--- config.mk ---
export PLATFORM = sky130hd
export DESIGN_NAME = arith_unit
export DESIGN_NICKNAME = d
export VERILOG_FILES = /design/src/rtl/arith_pkg.sv /design/src/rtl/arith_addsub.sv /design/src/rtl/arith_cmp.sv /design/src/rtl/arith_lanematch.sv /design/src/rtl/arith_flags.sv /design/src/rtl/arith_unit.sv
export SDC_FILE = /design/constraint.sdc
export NUM_CORES = 1
export LEC_CHECK = 0
export BUFFER_PORTS_ARGS = -buffer_cell sky130_fd_sc_hd__buf_2
export CAP_MARGIN = 20
export CELL_PAD_IN_SITES_DETAIL_PLACEMENT = 2
export CELL_PAD_IN_SITES_GLOBAL_PLACEMENT = 2
export CORE_MARGIN = 2
export CORE_UTILIZATION = 30
export DETAILED_ROUTE_END_ITERATION = 16
export GPL_ROUTABILITY_DRIVEN = 1
export PLACE_DENSITY = 0.8
export REMOVE_ABC_BUFFERS = 1
export SETUP_SLACK_MARGIN = 0.02
export SLEW_MARGIN = 20
export SYNTH_ARGS = -nofsm -noshare
export SYNTH_HDL_FRONTEND = slang
export SYNTH_SLANG_ARGS = --single-unit
--- constraint.sdc ---
create_clock -name clk -period 4.9 [get_ports clk]
set_clock_uncertainty 0.05 [all_clocks]
set_input_delay 0.245 -clock clk [delete_from_list [all_inputs] [get_ports clk]]
set_output_delay 0.245 -clock clk [all_outputs]
set_load 0.05 [all_outputs]
--- src/rtl/arith_pkg.sv ---
package arith_pkg;

    localparam int DATA_W = 32;
    localparam int LANE_W = 8;

    typedef enum logic [2:0] {
        AOP_ADD   = 3'd0,
        AOP_RSUB  = 3'd1,
        AOP_CMPS  = 3'd2,
        AOP_CMPU  = 3'd3,
        AOP_LANEQ = 3'd4
    } arith_op_e;

    typedef struct packed {
        logic carry;
        logic shadow;
    } flag_pair_t;

    function automatic logic op_writes_carry(input arith_op_e o);
        return (o == AOP_ADD) || (o == AOP_RSUB);
    endfunction

endpackage

--- src/rtl/arith_addsub.sv ---
module arith_addsub #(
    parameter int W = 32
) (
    input  logic         sub,
    input  logic         cin,
    input  logic [W-1:0] a,
    input  logic [W-1:0] b,
    output logic [W-1:0] sum,
    output logic         cout
);
    logic [W-1:0] lhs;
    logic [W-1:0] rhs;
    logic [W:0]   wide;

    always_comb begin
        lhs  = sub ? b : a;
        rhs  = sub ? ~a : b;
        wide = {1'b0, lhs} + {1'b0, rhs} + {{W{1'b0}}, cin};
        sum  = wide[W-1:0];
        cout = wide[W];
    end

    // b - b with carry-in one gives zero and a carry out
    always_comb begin
        a_r2_equal_sub_zero: assert (!(sub && cin && (a == b)) || ((sum == '0) && cout));
    end

endmodule

--- src/rtl/arith_cmp.sv ---
module arith_cmp #(
    parameter int W = 32
) (
    input  logic         signed_mode,
    input  logic [W-1:0] a,
    input  logic [W-1:0] b,
    output logic [W-1:0] res
);
    logic [W-1:0] diff;
    logic         mixed;

    always_comb begin
        diff  = b - a;
        mixed = a[W-1] ^ b[W-1];
        res   = diff;
        if (mixed) begin
            res[W-1] = signed_mode ? b[W-1] : a[W-1];
        end
    end

endmodule

--- src/rtl/arith_lanematch.sv ---
module arith_lanematch #(
    parameter int W  = 32,
    parameter int LW = 8
) (
    input  logic [W-1:0] a,
    input  logic [W-1:0] b,
    output logic [W-1:0] idx
);
    localparam int LANES = W / LW;

    logic [LANES-1:0] eq;

    // eq[0] is the most significant lane
    for (genvar g = 0; g < LANES; g++) begin : g_lane
        localparam int HI = W - 1 - g * LW;
        assign eq[g] = (a[HI -: LW] == b[HI -: LW]);
    end

    always_comb begin
        logic found;
        found = 1'b0;
        idx   = '0;
        for (int i = 0; i < LANES; i++) begin
            if (!found && eq[i]) begin
                idx   = W'(i + 1);
                found = 1'b1;
            end
        end
    end

    // index never exceeds the lane count
    always_comb begin
        a_r7_idx_range: assert (idx <= W'(LANES));
    end

endmodule

--- src/rtl/arith_flags.sv ---
module arith_flags
    import arith_pkg::*;
(
    input  logic       clk,
    input  logic       rst,
    input  logic       wr,
    input  logic       cout,
    output flag_pair_t flags
);
    always_ff @(posedge clk) begin
        if (rst) begin
            flags <= '0;
        end else if (wr) begin
            flags.carry  <= cout;
            flags.shadow <= cout;
        end
    end

    // synchronous reset clears both flags
    a_r9_reset_clear: assert property (@(posedge clk) rst |=> (flags == '0));

    // a write stores the carry presented to it
    a_r3_write_value: assert property (@(posedge clk) disable iff (rst)
        wr |=> (flags.carry == $past(cout)) && (flags.shadow == $past(cout)));

endmodule

--- src/rtl/arith_unit.sv ---
module arith_unit
    import arith_pkg::*;
#(
    parameter int W  = DATA_W,
    parameter int LW = LANE_W
) (
    input  logic         clk,
    input  logic         rst,
    input  logic         issue,
    input  logic [2:0]   op,
    input  logic         use_carry,
    input  logic         keep,
    input  logic [W-1:0] opa,
    input  logic [W-1:0] opb,
    output logic [W-1:0] result,
    output logic         carry_flag,
    output logic         carry_shadow
);
    arith_op_e    opc;
    flag_pair_t   flags;
    logic         is_sub;
    logic         cin;
    logic         cout;
    logic         flag_wr;
    logic [W-1:0] sum;
    logic [W-1:0] cmp_res;
    logic [W-1:0] lane_idx;

    always_comb begin
        opc     = arith_op_e'(op);
        is_sub  = (opc == AOP_RSUB);
        cin     = use_carry ? flags.carry : is_sub;
        flag_wr = issue && !keep && op_writes_carry(opc);
    end

    arith_addsub #(.W(W)) u_addsub (
        .sub  (is_sub),
        .cin  (cin),
        .a    (opa),
        .b    (opb),
        .sum  (sum),
        .cout (cout)
    );

    arith_cmp #(.W(W)) u_cmp (
        .signed_mode (opc == AOP_CMPS),
        .a           (opa),
        .b           (opb),
        .res         (cmp_res)
    );

    arith_lanematch #(.W(W), .LW(LW)) u_lane (
        .a   (opa),
        .b   (opb),
        .idx (lane_idx)
    );

    arith_flags u_flags (
        .clk   (clk),
        .rst   (rst),
        .wr    (flag_wr),
        .cout  (cout),
        .flags (flags)
    );

    always_comb begin
        unique case (opc)
            AOP_ADD, AOP_RSUB: result = sum;
            AOP_CMPS, AOP_CMPU: result = cmp_res;
            AOP_LANEQ: result = lane_idx;
            default: result = '0;
        endcase
    end

    assign carry_flag   = flags.carry;
    assign carry_shadow = flags.shadow;

    // keep freezes both flags
    a_r4_keep_hold: assert property (@(posedge clk) disable iff (rst)
        (issue && keep) |=> ($stable(carry_flag) && $stable(carry_shadow)));

    // compare, search and unused opcodes leave flags alone
    a_r8_nonarith_hold: assert property (@(posedge clk) disable iff (rst)
        (op >= 3'd2) |=> ($stable(carry_flag) && $stable(carry_shadow)));

    // no write without issue
    a_r8_idle_hold: assert property (@(posedge clk) disable iff (rst)
        !issue |=> $stable(carry_flag));

    // adding zero without carry-in passes the first operand through
    always_comb begin
        a_r1_add_zero: assert (!(op == 3'd0 && !use_carry && opb == '0) || (result == opa));
    end

endmodule

Word-level counts from Yosys, hierarchy flattened. Index checks and enable logic that the tools add are counted.

Add/sub/neg operators: 3. Equal/unequal tests: 8. Muxes and demuxes: 13. Bitwise operators: 2. Reductions and logical operators: 13.

Operators with widths (count): two-way mux 32 bit (5); case mux 32 bit (3 select lines) (1); adder 32 x 32 -> 33 bit (1); adder 33 x 1 -> 33 bit (1); == test 8 bit (4); inverter 32 bit (1); subtractor 32 bit (1); two-way mux 1 bit (7); == test 3 x 2 -> 1 bit, second input constant (2); logical AND 1 bit (5); logical NOT 1 bit (4); OR reduction 2 bit (2); == test 3 x 1 -> 1 bit, second input constant (1); == test 3 bit, second input constant (1); logical NOT 3 bit (1); logical OR 1 bit (1); bitwise XOR 1 bit (1).

Register bits after elaboration: 1. Input port bits: 72. Output and inout port bits: 34.

Logic depth before layout (Yosys ltp).
Word-level depth: 12. Mapped depth: 17. Depth with buffers taken out: 14.

Hierarchy. A second synthesis with hierarchy kept.

Cell total of the unflattened synthesis: 819. Area, all modules: 5876.9 um^2.

Modules (own cells, without submodules): arith_addsub (instances 1, cells each 342, area an instance 2384.8 um^2, seq. area each 0.0 um^2); arith_cmp (instances 1, cells each 279, area an instance 1883.1 um^2, seq. area each 0.0 um^2); arith_unit (instances 1, cells each 116, area an instance 972.2 um^2, seq. area each 0.0 um^2); arith_lanematch (instances 1, cells each 78, area an instance 595.6 um^2, seq. area each 0.0 um^2); arith_flags (instances 1, cells each 4, area an instance 41.3 um^2, seq. area each 20.0 um^2).

Worst setup path before layout. Ideal clock, no wire load.

Path type: input port to output port. From: in op[1]. To: out result[23]. Data arrival time: 5803 ps. Required time: 4605 ps. Setup slack: -1198 ps. Stages on the path: 16. Path buffers: 3. Cell sequence: clkbuf_8 -> nor2_1 -> nand2_1 -> clkbuf_1 -> clkbuf_1 -> nand2_1 -> o21ai_0 -> fa_1 -> a211oi_1 -> o21bai_1 -> a211oi_1 -> o21ai_0 -> o21ai_1 -> o21ai_0 -> and3_1 -> a2111oi_0.

Cells in the longest elaborated chain, start to end: 5. Elaborated cells between the ends (all ways): 13. Classes of those cells: add/sub (2); eq/ne (4); mux (4); reduce/logical (3).

RTL lines: from (decl) (line arith_unit.sv:10) `input logic [2:0] op,`; == test 3 x 1 -> 1 bit (line arith_unit.sv:31, arith_unit.sv:67); two-way mux 32 bit, on equally long branches (line arith_addsub.sv:16, arith_addsub.sv:17); adder 32 x 32 -> 33 bit (line arith_addsub.sv:18) `wide = {1'b0, lhs} + {1'b0, rhs} + {{W{1'b0}}, cin};`; adder 33 x 1 -> 33 bit (line arith_addsub.sv:18); case mux 32 bit (3 select lines) (*) (line arith_unit.sv:67) `unique case (opc)`; to (decl) (line arith_unit.sv:15) `output logic [W-1:0] result,`.

Every way passes the cells marked *; elsewhere a longest branch is shown, timed or not.

Worst setup path in the final report.
From: in op[1]. To: out result[26].

The elaborated chain is that of the path after synthesis.

==> results_dict.tcl <==
set metrics [dict create \
    synthDistinctLibCells 64 \
    cap_violations 0 \
    met2RoutedLength_um 8877 \
    most_frequent_cell_after_synthesis "nand2_1" \
    largest_delay_share_family_worst_path "compound AO/OA/AOI/OAI gates" \
    worst_setup_hold_path_clk_slew_ns 0 \
    start_util_pct 30.49 \
    cts_post_setup_buffers_inserted 0 \
    vdd_drop_max_v 0.00007153 \
    dp.final_hpwl_um 15050 \
    critPathCaptureType "primary output" \
    powerDensity_mw_per_mm2 178.8 \
    die_w_um 125.1 \
    drc 0 \
    synth-edff-count 0 \
    synth_largest_type_area_fraction_pct 17.64 \
    core_mm2 0.01442 \
    drive_gt1_share_pct 20.97 \
    final.setup.worst_slack_ns 0.2790 \
    hold_viol 0 \
    fraction_of_the_yosys_area_taken_by_sequential_cells_pct 0.4552 \
    largest_reg_by_ff_count "u_flags.flags" \
    netlist_area_mm2 0.004398 \
    list_of_cells_traversed_by_the_critical_path "buf_2, nor2_1, nand2_2, buf_4, o21ai_0, fa_1, fa_1, nand3_1, a211oi_1, o21ai_0, a21oi_1, or4_1, a31oi_1, xor2_1, o22ai_1, buf_2" \
    yosys.area.top_type "ha_1" \
    max_freq_mhz 216.4 \
    synth.ff_latch_count 1 \
    gp_routability_congestion 0.8531 \
    timing_worst_setup_path_type "in -> out" \
    met3_wirelength_um 559 \
    final-max-slew-violation-count 0 \
    hold-worst-slack_ns 0.5124 \
    top_reg_cell_synth "dfxtp_1" \
    design.die.area_mm2 0.01565 \
    synth_top_cells_by_area "ha_1 18%, mux2_2 7.9%, a21oi_1 7.2%" \
    setup_repair_after_global_routing_missed_its_margin "false" \
    drt_iter0_drc 190 \
    critPathSlowestCell "or4_1" \
    area_growth_syn_to_layout_pct 15.99 \
    route.detailed.vias_per_inst 5.761 \
    status "finished, final reports clean" \
    drt_first_pass_iters 4 \
    route.layer.met1.wl_um 8178 \
    clk-insertion-delay-late_ns 0 \
    timing.final.crit_share_pct 94.31 \
    via_count 5317 \
    crit_path_max_fanout 26 \
    antenna_cells 0 \
    largest_register_ffs 1 \
    vias_in_the_first_global_route 5618 \
    yosys-top-cells-count "69 x nand2_1, 63 x a21oi_1, 62 x ha_1, 59 x o21ai_0, 47 x inv_1" \
    grt_first_pass_wirelength_um 28610 \
    total_power_w 0.0009119 \
    worstPathBufferInverterCount 3 \
    postSynth.asyncResetShare_pct 0 \
    numPortBuffers 105 \
    hold_path_class "in -> reg" \
    syn_area_per_cell_um2 6.735 \
    grt.overflow.total 0 \
    chipHeight_um 125.1 \
    antenna_found_initial 0 \
    drt-wirelength-per-cell_um 19.29 \
    detail_route.wirelength_um 17800 \
    layout_min_cycle_time_ns 4.621 \
    max-slew-margin-rel_pct 38.19 \
    groute.usage.overall_pct 21.59 \
    largestRegisters "u_flags.flags (1)" \
    dp_worst_setup_slack_ns 0.3927 \
    ys_warn_count 0 \
    tightest_slew_ns 0.9171 \
    grt_max_degree 48 \
    slowest_delay_ns 0.59 \
    io_pins 106 \
    ant_nets 0 \
    top_layer_used "met4" \
    floorplan.rows 44 \
    cp_data_arrival_time_ns 4.33 \
    critPathLaunchType "primary input" \
    syn_inst 653 \
    nets_final 878 \
    cellLeakagePower_nw 2.523 \
    required_ns 4.61 \
    final-setup-viol-count 0 \
]
cell type report:
class,count,area (um^2)
Multi-Input combinational cell,580,4091
Fill cell,1817,9323
Timing Repair Buffer,111,583.1
Inverter,47,176.4
Tap cell,184,230.2
Sequential cell,1,20.02
worst paths after layout:
check / slack (ns) / to / from / cells past startpoint
worst min register to register: 0.69 / u_flags.flags[1] / u_flags.flags[1] / 3
worst max register to register: 1.58 / u_flags.flags[1] / u_flags.flags[1] / 12
worst min-delay path: 0.51 / u_flags.flags[1] / rst / 3
worst max-delay path: 0.28 / result[26] / op[1] / 16
what timing repair did:
item	4_1_cts	5_1_grt
hold buffers	0	0
setup endpoints to repair	0	1
gates resized for setup	0	1
cell usage in the layout (no fill, tap or decap), types with 4 or more instances in the layout:
master,instances
o21a_1,14
o211ai_1,8
a211oi_1,12
nand4_1,9
nor3_1,16
o22ai_1,11
or4_1,4
a21o_1,26
and3_1,7
o21ai_0,59
nand2b_1,7
nand3_1,14
xor2_1,21
o21bai_1,5
nor2b_1,6
inv_1,47
nor2_1,41
a31oi_1,7
o31ai_1,5
xnor2_1,20
nand2_1,68
buf_2,105
buf_4,5
mux2_2,31
a21boi_0,4
or3_1,5
a21oi_1,63
ha_1,62
kinds of logic (layout without fill, tap and decap cells):
group	Yosys count	count (layout)	synth area share (%)
compound gates	244	244	35.82
xor+xnor	41	41	8.165
fa+ha+maj	65	65	19.00
buf+inv	72	158	6.657
flops	1	1	0.4552
mux	34	34	8.620
simple gates	196	196	21.28
per-layer routing:
metal / GRT usage (%) / vias to the layer above
met5: 0 / -
met4: 2.222 / 0
met3: 0.6846 / 18
met2: 40.60 / 99
met1: 28.31 / 2609
li1: - / 2591
worst register-to-register path, cell delays in order, from the launching register on:
cell and delay [ns]:
dfxtp_1 0.33, nand2_1 0.07, o21ai_0 0.10, fa_1 0.45, fa_1 0.43, nand3_1 0.16, a211oi_1 0.14, o21ai_0 0.48
a21oi_1 0.18, nor3_1 0.37, o31ai_1 0.18, nand2_1 0.13, a21boi_0 0.11
power by group:
group	total (W)	switching (W)	internal (W)
clock network	0	0	0
logic	0.000903	0.000583	0.000320
registers	0.00000899	0.000000381	0.00000861
per-stage QoR:
step	std cells	cell area [um^2]	TNS (ns)	utilization, %
6_report	923	5101	0	35.37
5_1_grt	923	5101	0	35.37
4_1_cts	923	5097	0	35.34
3_5_place_dp	923	5097	0	35.34
3_3_place_gp	923	5097	0	35.34
2_1_floorplan	628	4282	-10.08	-
Power figures use the tool's default switching activity.
